**src/rtl/rcs_pkg.sv**
```systemverilog
package rcs_pkg;

  typedef enum logic [1:0] {
    FC_OFF    = 2'b00,
    FC_PAIR2  = 2'b01,
    FC_PAIR1  = 2'b10,
    FC_OFF_B  = 2'b11
  } fc_mode_e;

  localparam int unsigned NUM_FLAGS = 2;
  localparam int unsigned FLAG_SP   = 0;
  localparam int unsigned FLAG_STOP = 1;

  localparam int unsigned NUM_REFS  = 3;
  localparam int unsigned REF_GO    = 0;
  localparam int unsigned REF_STOP  = 1;
  localparam int unsigned REF_SPC   = 2;

  // Next state of the transmit-halt flag; stop has priority over go.
  function automatic logic halt_next(input logic active, input logic stop_hit,
                                     input logic go_hit, input logic cur);
    if (!active)       return 1'b0;
    else if (stop_hit) return 1'b1;
    else if (go_hit)   return 1'b0;
    else               return cur;
  endfunction

endpackage

```
**src/rtl/rcs_cmp.sv**
```systemverilog
module rcs_cmp #(
  parameter int unsigned DW = 8
) (
  input  logic [DW-1:0] a_i,
  input  logic [DW-1:0] b_i,
  output logic          hit_o
);
  logic [DW-1:0] bit_eq;

  for (genvar i = 0; i < DW; i++) begin : g_bit
    assign bit_eq[i] = ~(a_i[i] ^ b_i[i]);
  end

  assign hit_o = &bit_eq;
endmodule

```
**src/rtl/rcs_pair_sel.sv**
```systemverilog
module rcs_pair_sel
  import rcs_pkg::*;
#(
  parameter int unsigned DW = 8
) (
  input  logic [1:0]    mode_i,
  input  logic [DW-1:0] go1_i,
  input  logic [DW-1:0] go2_i,
  input  logic [DW-1:0] stop1_i,
  input  logic [DW-1:0] stop2_i,
  output logic [DW-1:0] go_o,
  output logic [DW-1:0] stop_o,
  output logic          active_o
);
  always_comb begin
    go_o     = '0;
    stop_o   = '0;
    active_o = 1'b0;
    unique case (fc_mode_e'(mode_i))
      FC_PAIR1: begin
        go_o     = go1_i;
        stop_o   = stop1_i;
        active_o = 1'b1;
      end
      FC_PAIR2: begin
        go_o     = go2_i;
        stop_o   = stop2_i;
        active_o = 1'b1;
      end
      default: ;
    endcase
  end
endmodule

```
**src/rtl/rcs_flags.sv**
```systemverilog
module rcs_flags #(
  parameter int unsigned NF = 2
) (
  input  logic          clk,
  input  logic          rst_n,
  input  logic [NF-1:0] set_i,
  input  logic          clr_i,
  output logic [NF-1:0] q_o
);
  for (genvar f = 0; f < NF; f++) begin : g_flag
    always_ff @(posedge clk or negedge rst_n) begin
      if (!rst_n)         q_o[f] <= 1'b0;
      else if (set_i[f])  q_o[f] <= 1'b1;
      else if (clr_i)     q_o[f] <= 1'b0;
    end

    assert_set_sticks_R8: assert property (@(posedge clk) disable iff (!rst_n)
      set_i[f] |=> q_o[f]);
    assert_clear_works_R8: assert property (@(posedge clk) disable iff (!rst_n)
      (clr_i && !set_i[f]) |=> !q_o[f]);
    assert_holds_R8: assert property (@(posedge clk) disable iff (!rst_n)
      (!clr_i && !set_i[f]) |=> $stable(q_o[f]));
  end
endmodule

```
**src/rtl/rx_char_screen.sv**
```systemverilog
module rx_char_screen
  import rcs_pkg::*;
#(
  parameter int unsigned DW = 8
) (
  input  logic          clk,
  input  logic          rst_n,
  input  logic          rx_valid,
  input  logic [DW-1:0] rx_data,
  input  logic          spchar_en,
  input  logic [1:0]    fc_mode,
  input  logic [DW-1:0] go1_chr,
  input  logic [DW-1:0] go2_chr,
  input  logic [DW-1:0] stop1_chr,
  input  logic [DW-1:0] stop2_chr,
  input  logic          irq_en,
  input  logic          stat_clr,
  output logic          fifo_we,
  output logic [DW-1:0] fifo_wdata,
  output logic          stat_spchar,
  output logic          stat_stop,
  output logic          irq,
  output logic          tx_halt
);
  // Active pair
  logic [DW-1:0] sel_go, sel_stop;
  logic          pair_active;

  rcs_pair_sel #(.DW(DW)) u_sel (
    .mode_i  (fc_mode),
    .go1_i   (go1_chr),
    .go2_i   (go2_chr),
    .stop1_i (stop1_chr),
    .stop2_i (stop2_chr),
    .go_o    (sel_go),
    .stop_o  (sel_stop),
    .active_o(pair_active)
  );

  // Comparators against each reference
  logic [DW-1:0]       ref_chr [NUM_REFS];
  logic [NUM_REFS-1:0] ref_hit;

  assign ref_chr[REF_GO]   = sel_go;
  assign ref_chr[REF_STOP] = sel_stop;
  assign ref_chr[REF_SPC]  = stop2_chr;

  for (genvar r = 0; r < NUM_REFS; r++) begin : g_cmp
    rcs_cmp #(.DW(DW)) u_cmp (
      .a_i  (rx_data),
      .b_i  (ref_chr[r]),
      .hit_o(ref_hit[r])
    );
  end

  // Named events
  logic stop_evt, go_evt, spc_evt, fc_consume;

  assign stop_evt   = rx_valid && pair_active && ref_hit[REF_STOP];
  assign go_evt     = rx_valid && pair_active && ref_hit[REF_GO] && !ref_hit[REF_STOP];
  assign spc_evt    = rx_valid && spchar_en && ref_hit[REF_SPC];
  assign fc_consume = stop_evt || go_evt;

  // FIFO write path
  assign fifo_we    = rx_valid && !fc_consume;
  assign fifo_wdata = rx_data;

  // Sticky status
  logic [NUM_FLAGS-1:0] flag_set, flag_q;

  assign flag_set[FLAG_SP]   = spc_evt;
  assign flag_set[FLAG_STOP] = stop_evt;

  rcs_flags #(.NF(NUM_FLAGS)) u_flags (
    .clk  (clk),
    .rst_n(rst_n),
    .set_i(flag_set),
    .clr_i(stat_clr),
    .q_o  (flag_q)
  );

  assign stat_spchar = flag_q[FLAG_SP];
  assign stat_stop   = flag_q[FLAG_STOP];
  assign irq         = irq_en && (|flag_q);

  // Transmit halt
  always_ff @(posedge clk or negedge rst_n) begin
    if (!rst_n) tx_halt <= 1'b0;
    else        tx_halt <= halt_next(pair_active, stop_evt, go_evt, tx_halt);
  end

  // Assertions
  assert_consumed_not_written_R4: assert property (@(posedge clk) disable iff (!rst_n)
    (rx_valid && pair_active && (ref_hit[REF_STOP] || ref_hit[REF_GO])) |-> !fifo_we);
  assert_plain_written_R10: assert property (@(posedge clk) disable iff (!rst_n)
    (rx_valid && !pair_active) |-> (fifo_we && fifo_wdata == rx_data));
  assert_no_write_idle_R1: assert property (@(posedge clk) disable iff (!rst_n)
    !rx_valid |-> !fifo_we);
  assert_halt_on_stop_R5: assert property (@(posedge clk) disable iff (!rst_n)
    stop_evt |=> tx_halt);
  assert_halt_release_R6: assert property (@(posedge clk) disable iff (!rst_n)
    go_evt |=> !tx_halt);
  assert_halt_idle_R7: assert property (@(posedge clk) disable iff (!rst_n)
    !pair_active |=> !tx_halt);
  assert_spc_flag_R3: assert property (@(posedge clk) disable iff (!rst_n)
    spc_evt |=> stat_spchar);
  assert_irq_follows_R9: assert property (@(posedge clk) disable iff (!rst_n)
    ($rose(stat_stop) && irq_en) |-> irq);
endmodule

```
**config.mk**
```make
export PLATFORM = sky130hd
export DESIGN_NAME = rx_char_screen
export DESIGN_NICKNAME = d
export VERILOG_FILES = /design/src/rtl/rcs_pkg.sv /design/src/rtl/rcs_cmp.sv /design/src/rtl/rcs_pair_sel.sv /design/src/rtl/rcs_flags.sv /design/src/rtl/rx_char_screen.sv
export SDC_FILE = /design/constraint.sdc
export NUM_CORES = 1
export LEC_CHECK = 0
export CELL_PAD_IN_SITES_DETAIL_PLACEMENT = 1
export CELL_PAD_IN_SITES_GLOBAL_PLACEMENT = 1
export CORE_MARGIN = 5
export CORE_UTILIZATION = 23
export CTS_BUF_LIST = sky130_fd_sc_hd__clkbuf_4
export DETAILED_ROUTE_END_ITERATION = 10
export PLACE_DENSITY = 0.86
export SLEW_MARGIN = 10
export SYNTH_ARGS = -nofsm -noshare
export SYNTH_HDL_FRONTEND = slang
export SYNTH_SLANG_ARGS = --single-unit
```
**constraint.sdc**
```tcl
create_clock -name clk -period 3.8 [get_ports clk]
set_input_delay 0.76 -clock clk [delete_from_list [all_inputs] [get_ports clk]]
set_output_delay 0.76 -clock clk [all_outputs]
set_load 0.03 [all_outputs]
```
* Word level (Yosys, flattened, before mapping)
Cells that the tools add are included. W data, S select, Z words.
Storage, ports and cells: input bits 48, logic and storage cells 81, output and inout bits 13, register bits 3
Operators by class: reduce and logical (&&, ||, !) cells 18, muxes and demuxes 9, bitwise gates (word level) 48, equality and inequality tests 3
Operators by type and width (count):
- $pmux W8 S2 | 2
- $not A1 Y1 | 24
- $reduce_and A8 Y1 | 3
- $xor A1 B1 Y1 | 24
- $logic_and A1 B1 Y1 | 8
- $mux W1 | 7
- $reduce_bool A2 Y1 | 2
- $reduce_or A2 Y1 | 2
- $ne A3 B1 Y1 const B | 1
- $eq A2 B1 Y1 const B | 1
- $eq A2 B2 Y1 const B | 1
- $logic_not A1 Y1 | 2
- $logic_or A1 B1 Y1 | 1

* Longest topological paths before layout
depth in word-level cells 10, gate-level depth with buffers 10, mapped depth without buffers 8

* By module
Synthesis repeated with hierarchy kept, for this count alone.
Second synthesis, totals: cell total of the unflattened synthesis 97, area total of the unflattened synthesis 788.3 sq um
By module, submodules not included:
- rcs_pair_sel | cells an instance 43, instances 1, area an instance 326.6 sq um, sequential area each 0.0 sq um
- rcs_cmp | cells an instance 11, instances 3, area an instance 86.3 sq um, sequential area each 0.0 sq um
- rx_char_screen | cells an instance 16, instances 1, area an instance 133.9 sq um, sequential area each 25.0 sq um
- rcs_flags | cells an instance 5, instances 1, area an instance 68.8 sq um, sequential area each 50.0 sq um

* Worst setup path before layout
OpenSTA, ideal clock, no wires.
path kind input-to-output, start input fc_mode[0], end output fifo_we, data required time 3040 ps, setup slack 645 ps, arrival 2395 ps, buffers on the path 1, stages 8, path through inv_1 ha_1 clkbuf_1 o21ai_0 nand4_1 nor4_2 nor4_2 and3b_1
Between the ends: cells in the longest elaborated chain, start to end 10, elaborated cells between the ends (all ways) 48, those cells by class eq/ne: 2; mux: 3; bitwise: 32; reduce/logical: 11
Ends and longest elaborated chain:
- start: declaration | RTL line rx_char_screen.sv:11 | input logic [1:0] fc_mode,
- $eq A2 B1 Y1 / $eq A2 B2 Y1 (equally long branches) | RTL line rcs_pair_sel.sv:19 | unique case (fc_mode_e'(mode_i))
- $pmux W8 S2 | RTL line rcs_pair_sel.sv:19
- $xor A1 B1 Y1 | RTL line rcs_cmp.sv:11 | assign bit_eq[i] = ~(a_i[i] ^ b_i[i]);
- $not A1 Y1 | RTL line rcs_cmp.sv:11
- $reduce_and A8 Y1 | RTL line rcs_cmp.sv:14 | assign hit_o = &bit_eq;
- $logic_and A1 B1 Y1 / $logic_not A1 Y1 (equally long branches) | RTL line rx_char_screen.sv:60 | assign go_evt = rx_valid && pair_active && ref_hit[REF_GO] && !ref_hit[REF_STOP];
- $logic_and A1 B1 Y1 | RTL line rx_char_screen.sv:60
- $logic_or A1 B1 Y1 (*) | RTL line rx_char_screen.sv:62 | assign fc_consume = stop_evt || go_evt;
- $logic_not A1 Y1 (*) | RTL line rx_char_screen.sv:65 | assign fifo_we = rx_valid && !fc_consume;
- $logic_and A1 B1 Y1 (*) | RTL line rx_char_screen.sv:65
- end: declaration | RTL line rx_char_screen.sv:18 | output logic fifo_we,
Mark *: on every way between the ends. The rest lies on a longest branch, timed or not.

* Worst setup path after layout
start input fc_mode[1], end output fifo_we
The elaborated chain is that of the path after synthesis.

==> reports/metrics.csv <==
metric,value,unit
DR iter-0 viols,33,
final design utilization,45.08,%
DRC violations left,0,
via count,916,
setup bufs post-CTS,0,
layout cells sized above 1,13.70,%
final hold vios,0,
library cells used by synthesis,24,
GP Congestion,0.7709,
crit end category,output pin,
P_leak,0.4832,nW
Yosys warnings,0,
Die W,65.88,um
met2 wire len,1573,um
fin crit share,97.52,%
WL met1,1195,um
Clock transition at path regs,0.04,ns
Worst Path Required,3.04,ns
Multi-input gate area,544.3,um2
area growth from synthesis to layout,90.07,%
Max Slew Vio Count,0,
Worst path max stage delay,0.48,ns
"Largest delay share family, worst path",simple AND/OR/NAND/NOR gates,
NumNets Final,197,
crit start category,input pin,
top layer in use,met4,
RSZ-0062 raised after global routing,no,
CTS max path bufs,2,
Avg Vias per Cell,4.821,
critical path type,in -> out,
CTS Sinks,3,
Reg2Reg Setup Slack,3.16,ns
initial antenna violation count,0,
IO Pins,61,
post-route minimum period,3.706,ns
final total power,239.6,uW
fmax,269.9,MHz
crit path cell chain,clkdlybuf4s50_1 > inv_1 > ha_2 > buf_6 > a22oi_2 > or3_1 > nand4_1 > nor4_4 > nand3_1 > and3b_1 > buf_4,
Final Non-Filler Cells,190,
CTS tree,yes,
wire length per cell,16.18,um
CP Max Fanout,7,
syn_area_per_cell,7.980,um2
design area,0.001365,mm2
synthesis-stage register bit count,3,
Mapped Cells,90,
IO Port Bufs,60,
Placement Cell Area,0.001295,mm2
MaxCap Viol Count,0,
register area share after synthesis,10.45,%
Cell Count Post-Placement,186,
Reg area,75.07,um2
GRT Resource Usage Total,14.24,%
DR WL met3,240,um
wire length after detailed routing,3075,um
full die area,0.004340,mm2
WP buf/inv,4,
Post-Syn Nets,140,
status,completed,
antenna cells,0,
Syn Std Cell Area,718.2,um2
clock tree root driver cell,clkbuf_4,
Layout fillers,361,
vias in the first global route,1022,
# H-tree levels,1,
Final ANT Viol Nets,0,
cts bufs inserted,3,
pwr dens,175.5,mW/mm2
Pre-antenna DRT Iters,3,
detailed placement HPWL,2546,um
Die Y,65.88,um
clk_skew,0,ns
# setup viols final,0,
Hold Crit Class,reg -> reg,
first-pass GRT wire length,4781,um
CP max stage cell,clkdlybuf4s50_1,
hold buffers post-CTS,0,
pin count of the biggest net entering global routing,19,
gr ovfl total,0,
WP data arrival,2.95,ns
relative slew slack,78.26,%
Rows,20,
worst skew pair latency,0.25,ns
Starting Density,23.72,%
CORE AREA,0.003028,mm2
peak supply drop,48.38,uV
measured slew at the worst slew-check pin,0.3252,ns
==> final cells by class <==
class,instances,area share [%]
repair buffers,65,47.02
well taps,44,4.033
clock buffers,4,2.200
flip-flops and latches,3,5.500
inverters,5,1.375
multi-input cells,69,39.87
==> tightest hold or removal path, cell delays in order (launching register included) <==
cell     delay (ns)
dfrtp_1        0.38
inv_1          0.06
o21ai_1        0.05
==> synthesized netlist by cell type <==
library cell / instances / area [um2]
o21ai_1: 1 / 5.000
nor4_1: 1 / 6.260
o22ai_1: 1 / 6.260
and3b_1: 1 / 8.760
o21a_1: 1 / 7.510
buf_4: 9 / 67.56
xor2_1: 11 / 96.34
a22oi_2: 2 / 25.02
nand3_1: 3 / 15.01
xnor2_1: 4 / 35.03
a22oi_1: 14 / 105.1
ha_1: 2 / 25.02
buf_12: 1 / 20.02
dfrtp_1: 3 / 75.07
nand4_1: 6 / 37.54
clkbuf_1: 1 / 3.750
a21oi_1: 1 / 5.000
nand2_1: 1 / 3.750
buf_6: 2 / 22.52
or3_1: 8 / 50.05
o21ai_0: 9 / 45.04
inv_1: 5 / 18.77
o2111ai_1: 1 / 8.760
nor4_2: 2 / 25.02
==> metal layers <==
layer / vias to the layer above / GRT usage, %
met5: - / 0
met4: 0 / 6.477
met2: 40 / 26.03
met1: 424 / 15.53
met3: 7 / 2.891
li1: 445 / -
==> layout by cell type (no fill, tap or decap) <==
| master | n |
|---|---|
| nor4_2 | 1 |
| clkdlybuf4s50_1 | 58 |
| buf_4 | 5 |
| o2111ai_1 | 1 |
| nand4_1 | 6 |
| a21oi_1 | 1 |
| xnor2_1 | 4 |
| nand3_1 | 3 |
| nor4_1 | 1 |
| o21a_1 | 1 |
| dfrtp_1 | 3 |
| nand2_1 | 1 |
| a22oi_2 | 6 |
| nor4_4 | 1 |
| xor2_1 | 11 |
| and3b_1 | 1 |
| clkbuf_4 | 4 |
| inv_1 | 5 |
| buf_6 | 1 |
| or3_1 | 8 |
| o22ai_1 | 1 |
| o21ai_0 | 8 |
| o21ai_1 | 2 |
| ha_2 | 2 |
| dlymetal6s2s_1 | 1 |
| a22oi_1 | 10 |
==> cell families after synthesis <==
kind of cell / Yosys count / synth area share (%)
buffers and inverters: 18 / 18.47
AOI/OAI and AO/OA: 30 / 28.92
xor gates and xnor gates: 15 / 18.29
adders and majority gates: 2 / 3.484
DFF: 3 / 10.45
and+or+nand+nor: 22 / 20.38
==> registers in the layout (all words and copies together) (netlist names) <==
register     flops
u_flags.q_o      2
tx_halt          1
==> timing repair <==
| action | 4_1_cts | 5_1_grt |
|---|---|---|
| resized for setup | 2 | 8 |
| hold endpoints to repair | 0 | 0 |
| endpoints found under the setup margin | 1 | 1 |
| pin swaps | 0 | 9 |
==> where the power goes <==
| part | leakage, nW | internal, mW | switching [mW] |
|---|---|---|---|
| registers | 0.0419 | 0.0323 | 0.000102 |
| logic | 0.423 | 0.0765 | 0.0632 |
| clock network | 0.0184 | 0.0467 | 0.0208 |
| total | 0.483 | 0.155 | 0.0841 |
==> stage by stage <==
| stage | TNS (ns) | hold WS (ns) | worst slack (ns) |
|---|---|---|---|
| 2_1_floorplan | 0 | 0.4644 | 0.6453 |
| 3_3_place_gp | 0 | 0.5210 | 0.08068 |
| 3_5_place_dp | -0.07505 | 0.5311 | -0.07505 |
| 4_1_cts | 0 | 0.5345 | 0.002925 |
| 5_1_grt | 0 | 0.5762 | 0.005396 |
| 6_report | 0 | 0.5310 | 0.09442 |
==> final timing paths <==
path	start	end	depth (start not counted)
setup / recovery	fc_mode[1]	fifo_we	11
hold / removal	u_flags.q_o[1]	u_flags.q_o[1]	2
setup reg to reg	u_flags.q_o[0]	u_flags.q_o[0]	2
hold reg to reg	u_flags.q_o[1]	u_flags.q_o[1]	2
max in group asynchronous	rst_n	u_flags.q_o[1]	1
min in group asynchronous	rst_n	u_flags.q_o[0]	1
(Power assumes the default switching activity.)
